===== src/rtl/vdg_pkg.sv =====
package vdg_pkg;
   localparam int DLY_W = 9;
   localparam int TOP_W = 8;

   localparam int CTL_GEN_BIT  = 6;
   localparam int CTL_VPOL_BIT = 5;
   localparam int CTL_HPOL_BIT = 4;
   localparam int CTL_DMSB_BIT = 0;

   typedef enum logic [2:0] {
      A_CTRL    = 3'd0,
      A_DLY_LO  = 3'd1,
      A_TOP     = 3'd2,
      A_HACT_LO = 3'd3,
      A_HACT_HI = 3'd4,
      A_VACT_LO = 3'd5,
      A_VACT_HI = 3'd6
   } vdg_addr_e;
endpackage


===== src/rtl/vdg_regs.sv =====
module vdg_regs
   import vdg_pkg::*;
#(
   parameter int H_ACT_W = 12,
   parameter int V_ACT_W = 12
) (
   input  logic               clk,
   input  logic               rst_n,
   input  logic               we,
   input  logic [2:0]         addr,
   input  logic [7:0]         wdata,
   input  logic               commit,
   output logic               gen_en,
   output logic               hpol,
   output logic               vpol,
   output logic [DLY_W-1:0]   act_dly,
   output logic [TOP_W-1:0]   act_top,
   output logic [H_ACT_W-1:0] act_hact,
   output logic [V_ACT_W-1:0] act_vact
);
   localparam int H_HI_W = H_ACT_W - 8;
   localparam int V_HI_W = V_ACT_W - 8;

   logic [DLY_W-1:0]   sh_dly;
   logic [TOP_W-1:0]   sh_top;
   logic [H_ACT_W-1:0] sh_hact;
   logic [V_ACT_W-1:0] sh_vact;

   // reserved control bits carry no state
   logic unused_rsvd;
   assign unused_rsvd = ^{wdata[7], wdata[3:1]};

   generate
      if (H_HI_W < 8) begin : g_hhi_part
         logic unused_hhi;
         assign unused_hhi = ^wdata[7:H_HI_W];
      end
      if (V_HI_W < 8) begin : g_vhi_part
         logic unused_vhi;
         assign unused_vhi = ^wdata[7:V_HI_W];
      end
   endgenerate

   always_ff @(posedge clk or negedge rst_n) begin
      if (!rst_n) begin
         gen_en  <= 1'b0;
         hpol    <= 1'b0;
         vpol    <= 1'b0;
         sh_dly  <= '0;
         sh_top  <= '0;
         sh_hact <= '0;
         sh_vact <= '0;
      end else if (we) begin
         case (addr)
            A_CTRL: begin
               gen_en          <= wdata[CTL_GEN_BIT];
               vpol            <= wdata[CTL_VPOL_BIT];
               hpol            <= wdata[CTL_HPOL_BIT];
               sh_dly[DLY_W-1] <= wdata[CTL_DMSB_BIT];
            end
            A_DLY_LO:  sh_dly[7:0]           <= wdata;
            A_TOP:     sh_top                <= wdata;
            A_HACT_LO: sh_hact[7:0]          <= wdata;
            A_HACT_HI: sh_hact[H_ACT_W-1:8]  <= wdata[H_HI_W-1:0];
            A_VACT_LO: sh_vact[7:0]          <= wdata;
            A_VACT_HI: sh_vact[V_ACT_W-1:8]  <= wdata[V_HI_W-1:0];
            default: ;
         endcase
      end
   end

   always_ff @(posedge clk or negedge rst_n) begin
      if (!rst_n) begin
         act_dly  <= '0;
         act_top  <= '0;
         act_hact <= '0;
         act_vact <= '0;
      end else if (commit) begin
         act_dly  <= sh_dly;
         act_top  <= sh_top;
         act_hact <= sh_hact;
         act_vact <= sh_vact;
      end
   end
endmodule


===== src/rtl/vdg_sync_edge.sv =====
module vdg_sync_edge (
   input  logic clk,
   input  logic rst_n,
   input  logic sync_in,
   input  logic pol,
   output logic rise
);
   logic s_cur, s_prev;

   always_ff @(posedge clk or negedge rst_n) begin
      if (!rst_n) begin
         s_cur  <= 1'b0;
         s_prev <= 1'b0;
      end else begin
         s_cur  <= pol ? sync_in : ~sync_in;
         s_prev <= s_cur;
      end
   end

   assign rise = s_cur & ~s_prev;
endmodule


===== src/rtl/vdg_sat_cnt.sv =====
module vdg_sat_cnt #(
   parameter int W = 13
) (
   input  logic         clk,
   input  logic         rst_n,
   input  logic         clr,
   input  logic         inc,
   output logic [W-1:0] cnt
);
   localparam logic [W-1:0] CMAX = '1;

   always_ff @(posedge clk or negedge rst_n) begin
      if (!rst_n)                   cnt <= '0;
      else if (clr)                 cnt <= '0;
      else if (inc && cnt != CMAX)  cnt <= cnt + 1'b1;
   end
endmodule


===== src/rtl/vid_de_gen.sv =====
module vid_de_gen
   import vdg_pkg::*;
#(
   parameter int H_ACT_W = 12,
   parameter int V_ACT_W = 12
) (
   input  logic       clk,
   input  logic       rst_n,
   input  logic       cfg_we,
   input  logic [2:0] cfg_addr,
   input  logic [7:0] cfg_wdata,
   input  logic       hsync_in,
   input  logic       vsync_in,
   input  logic       ext_de_in,
   output logic       de_out
);
   localparam int PIX_W = ((H_ACT_W > DLY_W) ? H_ACT_W : DLY_W) + 1;
   localparam int LIN_W = ((V_ACT_W > TOP_W) ? V_ACT_W : TOP_W) + 1;
   localparam int N_SYNC = 2;

   generate
      if (H_ACT_W < 9 || H_ACT_W > 16) begin : g_bad_h
         $error("H_ACT_W must lie in 9..16");
      end
      if (V_ACT_W < 9 || V_ACT_W > 16) begin : g_bad_v
         $error("V_ACT_W must lie in 9..16");
      end
   endgenerate

   logic               gen_en, hpol, vpol;
   logic [DLY_W-1:0]   act_dly;
   logic [TOP_W-1:0]   act_top;
   logic [H_ACT_W-1:0] act_hact;
   logic [V_ACT_W-1:0] act_vact;
   logic               hs_rise, vs_rise;
   logic [PIX_W-1:0]   pix_cnt;
   logic [LIN_W-1:0]   lin_cnt;

   vdg_regs #(.H_ACT_W(H_ACT_W), .V_ACT_W(V_ACT_W)) i_regs (
      .clk(clk), .rst_n(rst_n), .we(cfg_we), .addr(cfg_addr),
      .wdata(cfg_wdata), .commit(vs_rise), .gen_en(gen_en),
      .hpol(hpol), .vpol(vpol), .act_dly(act_dly), .act_top(act_top),
      .act_hact(act_hact), .act_vact(act_vact)
   );

   // index 0: line sync, index 1: frame sync
   logic [N_SYNC-1:0] sync_v, pol_v, rise_v;
   assign sync_v = {vsync_in, hsync_in};
   assign pol_v  = {vpol, hpol};

   generate
      for (genvar gi = 0; gi < N_SYNC; gi++) begin : g_edge
         vdg_sync_edge i_edge (
            .clk(clk), .rst_n(rst_n), .sync_in(sync_v[gi]),
            .pol(pol_v[gi]), .rise(rise_v[gi])
         );
      end
   endgenerate

   assign hs_rise = rise_v[0];
   assign vs_rise = rise_v[1];

   vdg_sat_cnt #(.W(PIX_W)) i_pix (
      .clk(clk), .rst_n(rst_n), .clr(hs_rise), .inc(1'b1), .cnt(pix_cnt)
   );

   vdg_sat_cnt #(.W(LIN_W)) i_lin (
      .clk(clk), .rst_n(rst_n), .clr(vs_rise), .inc(hs_rise), .cnt(lin_cnt)
   );

   logic [PIX_W-1:0] h_lo, h_hi;
   logic [LIN_W-1:0] v_lo, v_hi;
   logic             in_win;

   always_comb begin
      h_lo   = PIX_W'(act_dly);
      h_hi   = PIX_W'(act_dly) + PIX_W'(act_hact);
      v_lo   = LIN_W'(act_top);
      v_hi   = LIN_W'(act_top) + LIN_W'(act_vact);
      in_win = (pix_cnt >= h_lo) && (pix_cnt < h_hi) &&
               (lin_cnt >= v_lo) && (lin_cnt < v_hi);
   end

   always_ff @(posedge clk or negedge rst_n) begin
      if (!rst_n) de_out <= 1'b0;
      else        de_out <= gen_en ? in_win : ext_de_in;
   end
endmodule


===== config.mk =====
export PLATFORM = sky130hd
export DESIGN_NAME = vid_de_gen
export DESIGN_NICKNAME = d
export VERILOG_FILES = /design/src/rtl/vdg_pkg.sv /design/src/rtl/vdg_regs.sv /design/src/rtl/vdg_sync_edge.sv /design/src/rtl/vdg_sat_cnt.sv /design/src/rtl/vid_de_gen.sv
export SDC_FILE = /design/constraint.sdc
export NUM_CORES = 1
export LEC_CHECK = 0
export ABC_AREA = 1
export CAP_MARGIN = 15
export CORE_MARGIN = 2
export CORE_UTILIZATION = 50
export DETAILED_ROUTE_END_ITERATION = 10
export GPL_ROUTABILITY_DRIVEN = 0
export PLACE_DENSITY = 0.67
export SLEW_MARGIN = 10
export SYNTH_ARGS = -nofsm -noshare
export SYNTH_HDL_FRONTEND = slang
export SYNTH_SLANG_ARGS = --single-unit

===== constraint.sdc =====
create_clock -name clk -period 4.93 [get_ports clk]
set_input_delay 0.493 -clock clk [delete_from_list [all_inputs] [get_ports clk]]
set_output_delay 0.493 -clock clk [all_outputs]
set_load 0.03 [all_outputs]

* Yosys cells after proc, flatten, opt, wreduce, memory -nomap -nowiden
Index checks and enable logic that the tools add are counted.
** Word-level totals
- Flip-flop bits (word level) :: 116
- Logic and storage cells :: 64
** Cells by class
- Add/subtract/negate cells :: 4
- Magnitude comparators :: 4
- Equality and inequality tests :: 8
- Multiplexer cells :: 7
- Bitwise operators :: 6
- Reduce and logical (&&, ||, !) cells :: 14
** Operators with widths (number)
- 2-to-1 mux 13 bit :: 4
- adder 13 x 1 -> 13 bit, second input constant :: 2
- < comparator 13 bit :: 2
- inequality test 13 bit, second input constant :: 2
- AND reduction 2 bit :: 7
- adder 8 x 12 -> 13 bit :: 1
- adder 9 x 12 -> 13 bit :: 1
- >= comparator 13 x 8 -> 1 bit :: 1
- >= comparator 13 x 9 -> 1 bit :: 1
- equality test 3 bit, second input constant :: 3
- equality test 3 x 2 -> 1 bit, second input constant :: 2
- logical AND 1 bit :: 4
- NOT 1 bit :: 4
- nonzero test 2 bit :: 2
- equality test 3 x 1 -> 1 bit, second input constant :: 1
- zero test 3 bit :: 1
- 2-to-1 mux 1 bit :: 3
- AND 1 bit :: 2

* Depth between registers and ports, before layout
Gate-level depths: netlist of run 1.
- Word-level depth :: 6
- Mapped depth :: 18
- Gate-level depth less buffers :: 18

* By module
A second synthesis of run 1 with hierarchy kept.
** Second synthesis, totals
- Cells, all modules :: 960
- Area total of the unflattened synthesis :: 7229.4 µm²
** By module, submodules not included
- vdg_regs :: instances 1, cells each 376, area an instance 3364.5 µm², seq. area each 2127.0 µm²
- vid_de_gen :: instances 1, cells each 328, area an instance 2070.7 µm², seq. area each 25.0 µm²
- vdg_sat_cnt :: instances 2, cells each 119, area an instance 820.8 µm², seq. area each 325.3 µm²
- vdg_sync_edge :: instances 2, cells each 9, area an instance 76.3 µm², seq. area each 50.0 µm²

* Worst setup path after synthesis of run 1
OpenSTA, ideal clock, no wires.
- Kind :: register to register
- Start point :: register i_regs.act_top[0]
- End point :: register de_out
- Library setup time :: 0.118 ns
- Data arrival time :: 2.479 ns
- Path slack :: 2.333 ns
- Cell stages (with the launch flop) :: 16
- Path buffers :: 0
- Period minus slack after synthesis :: 2.597 ns
- Cells stage by stage :: dfrtp_1 ha_1 inv_1 fa_1 o21ai_0 nand2_1 o211ai_1 nand2_1 xor2_1 ha_1 nand2_1 nor2_1 nand4_1 o21bai_1 nand4_1 nand2_1
** Between the ends
- Word-level cells in the longest chain between the ends :: 4
- Elaborated cells between the ends (all ways) :: 6
** Ends and longest elaborated chain
- start: declaration :: RTL line vdg_regs.sv:17 : output logic [TOP_W-1:0] act_top,
- start signal: assignment :: RTL line vdg_regs.sv:80 : act_top <= sh_top;
- adder 8 x 12 -> 13 bit or >= comparator 13 x 8 -> 1 bit (tied branches) :: RTL line vid_de_gen.sv:79, vid_de_gen.sv:81
- < comparator 13 bit or logical AND 1 bit (tied branches) :: RTL line vid_de_gen.sv:81, vid_de_gen.sv:80
- logical AND 1 bit (*) :: RTL line vid_de_gen.sv:81 : (lin_cnt >= v_lo) && (lin_cnt < v_hi);
- 2-to-1 mux 1 bit (*) :: RTL line vid_de_gen.sv:86 : else de_out <= gen_en ? in_win : ext_de_in;
- end signal: assignment :: RTL line vid_de_gen.sv:86
- end: declaration :: RTL line vid_de_gen.sv:15 : output logic de_out
Mark *: on every way between the ends. The rest lies on a longest branch, timed or not.
A chain may end at the register's enable or synchronous reset.

* Worst setup path in the final report of run 1
Ends and elaborated chain as after synthesis.

==> results of run 1 <==
layer usage:
layer	wire length, um	part of all wire (%)
met4	213	1.4
met2	7030	47
met5	0	0
met1	7060	47
met3	760	5.0
state kept, by name (all words and copies together) (netlist names):
signal	count
i_regs.sh_hact	12
i_lin.cnt	13
i_pix.cnt	13
i_regs.act_dly	9
g_edge.i_edge.s_prev	2
i_regs.act_top	8
i_regs.act_hact	12
g_edge.i_edge.s_cur	2
i_regs.vpol	1
i_regs.sh_vact	12
i_regs.gen_en	1
i_regs.hpol	1
i_regs.sh_top	8
de_out	1
i_regs.act_vact	12
i_regs.sh_dly	9
layout by cell type (no fill, tap or decap), types with 2 or more instances in the layout:
| cell | Yosys | routed |
|---|---|---|
| bufinv_16 | 0 | 2 |
| a31oi_1 | 2 | 2 |
| nor2_2 | 4 | 4 |
| clkbuf_1 | 9 | 2 |
| o21ai_0 | 77 | 77 |
| clkbuf_8 | 0 | 2 |
| xnor2_1 | 8 | 8 |
| fa_1 | 2 | 2 |
| o21bai_1 | 3 | 3 |
| dfrtp_1 | 116 | 116 |
| nand3_1 | 31 | 31 |
| clkdlybuf4s50_1 | 0 | 16 |
| nor3_1 | 16 | 16 |
| nand4_1 | 12 | 12 |
| inv_1 | 96 | 96 |
| clkinvlp_4 | 0 | 3 |
| nor2_1 | 48 | 47 |
| o211ai_1 | 2 | 2 |
| nand2_1 | 267 | 267 |
| clkbuf_16 | 0 | 17 |
| o21ai_2 | 5 | 5 |
| or2_2 | 3 | 3 |
| clkinv_2 | 0 | 3 |
| xor2_1 | 23 | 23 |
| a21oi_1 | 30 | 30 |
| nand2_2 | 2 | 2 |
| nor3_4 | 2 | 2 |
| o31ai_1 | 4 | 4 |
| buf_4 | 0 | 3 |
| ha_1 | 60 | 60 |
| a21o_1 | 2 | 2 |
worst max path at each step:
stage	start	cells past startpoint	endpoint
final	i_regs.act_top[0]$_DFFE_PN0P_	15	de_out$_DFF_PN0_
after detailed placement	i_regs.act_top[0]$_DFFE_PN0P_	15	de_out$_DFF_PN0_
after floorplan	i_regs.act_top[0]$_DFFE_PN0P_	15	de_out$_DFF_PN0_
after global placement	i_regs.act_top[0]$_DFFE_PN0P_	18	de_out$_DFF_PN0_
after CTS	i_regs.act_top[0]$_DFFE_PN0P_	15	de_out$_DFF_PN0_
after global routing	i_regs.act_top[0]$_DFFE_PN0P_	15	de_out$_DFF_PN0_
logic make-up (layout without fill, tap and decap cells):
family,count (synthesis),after routing,synth area share (%)
flip-flops,116,116,43.1
AND/OR/NAND/NOR,390,390,24.1
adder cells (fa/ha/maj),62,62,11.7
buffers and inverters,115,146,6.76
AO/OA/AOI/OAI,127,127,10.3
XOR/XNOR,31,31,4.03
metrics by stage:
stage | utilization, % | instance area [um2] | std cells | setup WS [ns] | total power (W)
finish | 57.8 | 7620 | 1048 | 1.98 | 0.00435
global placement | 53.5 | 7050 | 1018 | 2.16 | 0.00303
detailed placement | 53.5 | 7050 | 1018 | 2.04 | 0.00313
floorplan | - | 6740 | 841 | 2.33 | 0.00267
CTS | 57.8 | 7620 | 1048 | 2.03 | 0.00435
global route | 57.8 | 7620 | 1048 | 1.74 | 0.00471
power by group through the flow:
stage / Sequential (W) / Clock (W) / Combinational [W]
detailed placement: 0.00143 / 0 / 0.00170
finish: 0.00142 / 0.00119 / 0.00174
floorplan: 0.00138 / 0 / 0.00129
CTS: 0.00142 / 0.00121 / 0.00173
global route: 0.00146 / 0.00126 / 0.00199
global placement: 0.00143 / 0 / 0.00160
layout make-up:
class	count	share of cell area [%]
Timing Repair Buffer	19	2.40
Sequential cell	116	38.1
Clock inverter	9	1.40
Tap cell	176	2.89
Multi-Input combinational cell	610	44.4
Clock buffer	21	6.04
Inverter	97	4.78
==> impl_results.md, run 1 <==
* Tot GR Track Use at 22.9%
* Largest area contributor in the synthesized netlist: dfrtp_1
* Leak at 3.89 nW
* R2r setup slk at 1.98 ns
* Sum Neg Setup Slack at 0 ns
* Post-CTS resize count at 0
* R2R Path Start: i_regs.act_top[0]$_DFFE_PN0P_
* Ys Warns at 0
* Internal Pwr Total at 0.00263 W
* Worst-path clk slew at 0.05 ns
* DR vias/cell at 5.30
* Buf/Inv on CP at 1
* Netlist cell types at 34
* Final period util at 59.8%
* Post-CTS Hold Buffers at 0
* H-tree depth reported by CTS at 4
* Met3 Use GR at 5.28%
* R2r endpoint: de_out$_DFF_PN0_
* Crit-path leading delay family: adder cells
* Final hold violations at 0
* Routed len/inst at 14.4 um
* Fmax at 339 MHz
* Worst hold slack at 0.236 ns
* Largest net degree at the start of global routing at 83
* Status: complete, no violations
* DR iter-0 viols at 454
* Final min period at 2.95 ns
* Die Area at 14,400 um2
* Initial antenna violation count at 0
* Root Buffer: clkbuf_16
* Most frequent cell after synthesis: nand2_1
* Top-area cell type share of the netlist area at 43.1%
* Initial Utilization at 51.1%
* Critical-path cell list: ha_1 -> inv_1 -> fa_1 -> o21ai_0 -> nand2_1 -> o211ai_1 -> nand2_1 -> xor2_1 -> ha_1 -> nand2_1 -> nor2_1 -> nand4_1 -> o21bai_1 -> nand4_1 -> nand2_1
* Max Slew Vio Count at 0
* Async set-reset flop share out of synthesis at 100%
* Multi-input gate area at 3380 um2
* Busiest layer in global routing: met2
* Synth-to-layout area growth at 13.2%
* Cells on worst reg2reg path at 15
* Mapped cell area at 6740 um2
* Min-delay worst type: in2async
* Crit path max-delay cell type: fa_1
* Flop pwr share at 32.7%
* I/O pins at 18
* Global-route wire length before repair at 26.0 mm
* Number of global-route vias before repair at 5,524
* Actual slew at the worst max-slew pin at 1.08 ns
* CP most frequent cell: nand2_1
* Most common flop cell mapped by yosys: dfrtp_1
* Met2 GRT Util at 35.4%
* Setup violations, final at 0
* CTS Buffer Depth at 2
* Post-CTS Setup Inserts at 0
* Max_cap viols at 0
* Post-synth EDFFs at 0
* Drt first pass iters at 5
* Global route total overflow at 0
* Synth Instances at 841
* DRT Wirelength at 15.1 mm
* CTS tree: done
* # fillers at 1,192
* Critical path class: reg2reg
* Met1 Use GR at 31.7%
* Antenna-violating nets left at 0
* Syn avg cell area at 8.01 um2
* Core Footprint at 13,200 um2
* Layout cells sized above 1 at 5.96%
* Peak VDD IR at 0.000235 V
* Max_slew headroom at 28.2%
* Worst Path Required at 5.22 ns
* Switching Fraction at 39.6%
* Post-synthesis sequential area ratio at 43.1%
* Sw power at 0.00172 W
* Via Count at 5,553
* Crit path capture type: register
* Combinational group share of total power at 39.9%
* Chip width at 120 um
* Crit start category: register
* Synth Register Bits at 116
* # diodes at 0
* Dpl hpwl at 10.9 mm
* Critical Path Fanout Max at 3
* Top cells by area, synth: dfrtp_1 (43%), nand2_1 (15%), ha_1 (11%), o21ai_0 (5.7%), inv_1 (5.4%)
* Num CTS Buffers at 17
* RSZ-0062 raised after global routing: no
* Power Dens Cells at 570 nW/um2
* Synth top cells by count: nand2_1 (267), dfrtp_1 (116), inv_1 (96), o21ai_0 (77), ha_1 (60)
* Row cnt at 42
* Clock Power Share at 27.4%
* TritonCTS Sinks at 116
* Mapped Nets at 920
* Fin nets at 940
* IO buf count at 17
* Worst-skew pair later-pin latency at 0.41 ns
* WP data arrival at 3.24 ns
* Reg area at 2900 um2
* DRC at 0
* Die Y at 120 um
* Setup Skew at 0.00801 ns
* Crit-path max cell delay at 0.39 ns
Note: power is estimated with default switching activity, not from simulation.
==> run 2, diff against run 1 <==
==> constraint.sdc (replaced) <==
create_clock -name clk -period 3 [get_ports clk]
set_input_delay 0.3 -clock clk [delete_from_list [all_inputs] [get_ports clk]]
set_output_delay 0.3 -clock clk [all_outputs]
set_load 0.03 [all_outputs]
==> impl_results.md, run 2 (synthesized netlist as in run 1, its figures left out) <==
* Busiest layer in global routing: met2
* Row cnt at 42 (unchanged)
* Number of global-route vias before repair at 5,425 (-1.8%)
* Peak VDD IR at 0.000464 V (+97%)
* CP Depth at 15 (unchanged)
* Min-delay worst type: reg2reg
* Critical Path Fanout Max at 3 (unchanged)
* Fin nets at 942 (+0.21%)
* Max Slew Vio Count at 0 (unchanged)
* Worst-path clk slew at 0.06 ns (about the same)
* Core Footprint at 13,200 um2 (unchanged)
* Routed len/inst at 14.3 um (-0.46%)
* Met2 GRT Util at 34.9% (-0.53 points)
* Cells on worst reg2reg path at 15 (unchanged)
* Num CTS Buffers at 17 (unchanged)
* Most frequent cells in the layout: nand2_1 (267), dfrtp_1 (116), inv_1 (96), o21ai_0 (76), ha_1 (60)
* WP data arrival at 3.05 ns (-0.19 ns)
* Regs by FF count: i_lin.cnt: 13 flops, i_pix.cnt: 13 flops
* Max_cap viols at 0 (unchanged)
* Layout cells sized above 1 at 6.62% (+0.66 points)
* Hold depth at 0
* Root Buffer: clkbuf_16
* H-tree depth reported by CTS at 4 (unchanged)
* Global-route wire length before repair at 25.7 mm (-1.3%)
* Final min period at 2.75 ns (-0.204 ns)
* # diodes at 0 (unchanged)
* Antenna-violating nets left at 0 (unchanged)
* Post-CTS Setup Inserts at 0 (unchanged)
* Sum Neg Setup Slack at 0 ns (unchanged)
* Critical path class: reg2reg
* Initial Utilization at 51.1% (unchanged)
* Initial antenna violation count at 0 (unchanged)
* Crit start category: register
* Buf/Inv on CP at 1 (unchanged)
* Tot GR Track Use at 22.6% (-0.36 points)
* Max_slew headroom at 50.3% (+22 points)
* Final hold violations at 0 (unchanged)
* Global route total overflow at 0 (unchanged)
* Critical-path cell list: ha_1 -> inv_1 -> fa_1 -> o21ai_2 -> nand2_1 -> o211ai_1 -> nand2_1 -> xor2_1 -> ha_1 -> nand2_1 -> nor2_1 -> nand4_1 -> o21bai_1 -> nand4_1 -> nand2_1
* CTS tree: done
* Crit-path max cell delay at 0.41 ns (+0.02 ns)
* DR vias/cell at 5.31 (+0.25%)
* Chip width at 120 um (unchanged)
* DR iter-0 viols at 395 (-13%)
* Setup Skew at 0.00760 ns (-0.000415 ns)
* Final period util at 91.5% (+32 points)
* Via Count at 5,588 (+0.63%)
* RSZ-0062 raised after global routing: no
* Worst Path Required at 3.30 ns (-1.92 ns)
* DRT Wirelength at 15.0 mm (about the same)
* Worst-skew pair later-pin latency at 0.42 ns (about the same)
* Die Area at 14,400 um2 (unchanged)
* IO buf count at 17 (unchanged)
* Dpl hpwl at 11.1 mm (+1.6%)
* CP most frequent cell: nand2_1
* Die Y at 120 um (unchanged)
* Crit path capture type: register
* Met1 Use GR at 31.1% (-0.60 points)
* Power Dens Cells at 921 nW/um2 (+62%)
* CTS Buffer Depth at 2 (unchanged)
* DRC at 0 (unchanged)
* Actual slew at the worst max-slew pin at 0.745 ns (-0.331 ns)
* Synth-to-layout area growth at 13.3%
* Setup violations, final at 0 (unchanged)
* Drt first pass iters at 5 (unchanged)
* Crit path max-delay cell type: fa_1
* Status: complete, no violations
* Fmax at 364 MHz (+7.4%)
* Leak at 3.90 nW (about the same)
* Crit-path leading delay family: adder cells
* Final setup margin at 0.255 ns (-1.73 ns)
* Most common cell after layout, fill and taps aside: nand2_1
* Met3 Use GR at 4.99% (-0.29 points)
* I/O pins at 18 (unchanged)
* # fillers at 1,206 (+1.2%)
* Worst slack, placed at 0.0818 ns (-1.96 ns)
* TritonCTS Sinks at 116 (unchanged)
* Largest net degree at the start of global routing at 67 (-19%)
## run 2: layout make-up
cell class	instances	area (um2)	area share [%]
Multi-Input combinational cell	610	3390	44.4
Sequential cell	116	2900	38.0
Clock buffer	18	439	5.75
Inverter	97	364	4.77
Tap cell	176	220	2.88
Timing Repair Buffer	21	213	2.79
Clock inverter	14	106	1.39
## run 2: metal layers
metal	vias to the layer above	share of wire [%]
li1	2778	-
met1	2647	48
met2	135	45
met3	28	4.4
met4	0	2.3
met5	-	0
## run 2: worst paths after layout
check,startpoint,endpoint,slack [ns]
min in group asynchronous,rst_n,i_lin.cnt[0]$_DFFE_PN0P_,0.50
setup / recovery,i_regs.act_top[0]$_DFFE_PN0P_,de_out$_DFF_PN0_,0.25
max in group asynchronous,rst_n,i_regs.act_dly[2]$_DFFE_PN0P_,1.73
hold reg to reg,g_edge[0].i_edge.s_cur$_DFF_PN0_,g_edge[0].i_edge.s_prev$_DFF_PN0_,0.37
hold / removal,g_edge[0].i_edge.s_cur$_DFF_PN0_,g_edge[0].i_edge.s_prev$_DFF_PN0_,0.37
setup reg to reg,i_regs.act_top[0]$_DFFE_PN0P_,de_out$_DFF_PN0_,0.25
## run 2: per-stage QoR
stage	total power [W]	utilization, %	hold slack (ns)	instances	instance area [um2]
global route	0.00762	57.9	0.379	1052	7630
finish	0.00703	57.9	0.374	1052	7630
global placement	0.00499	53.6	0.361	1019	7070
detailed placement	0.00516	53.6	0.366	1019	7070
CTS	0.00705	57.8	0.376	1052	7630
floorplan	0.00439	-	0.00441	841	6740
## run 2: power breakdown
group	internal [W]	total, W	leakage, nW	switching [W]
Clock	0.00108	0.00186	0.259	0.000774
Combinational	0.00107	0.00284	2.14	0.00177
Sequential	0.00200	0.00234	1.50	0.000336
## run 2: timing repair
action | CTS | global route
hold buffers | 1 | 0
gates resized for setup | 0 | 2
setup endpoints to repair | 0 | 1
hold endpoints to repair | 57 | 0
==> run 3, diff against run 2 <==
--- a/config.mk
+++ b/config.mk
@@ -12,7 +12,7 @@
 export DETAILED_ROUTE_END_ITERATION = 10
 export GPL_ROUTABILITY_DRIVEN = 0
 export PLACE_DENSITY = 0.67
-export SLEW_MARGIN = 10
+export SLEW_MARGIN = 30
 export SYNTH_ARGS = -nofsm -noshare
 export SYNTH_HDL_FRONTEND = slang
 export SYNTH_SLANG_ARGS = --single-unit
==> results of run 3 <==
Same layout as run 2: the final DEF is identical, and so are final timing and power.
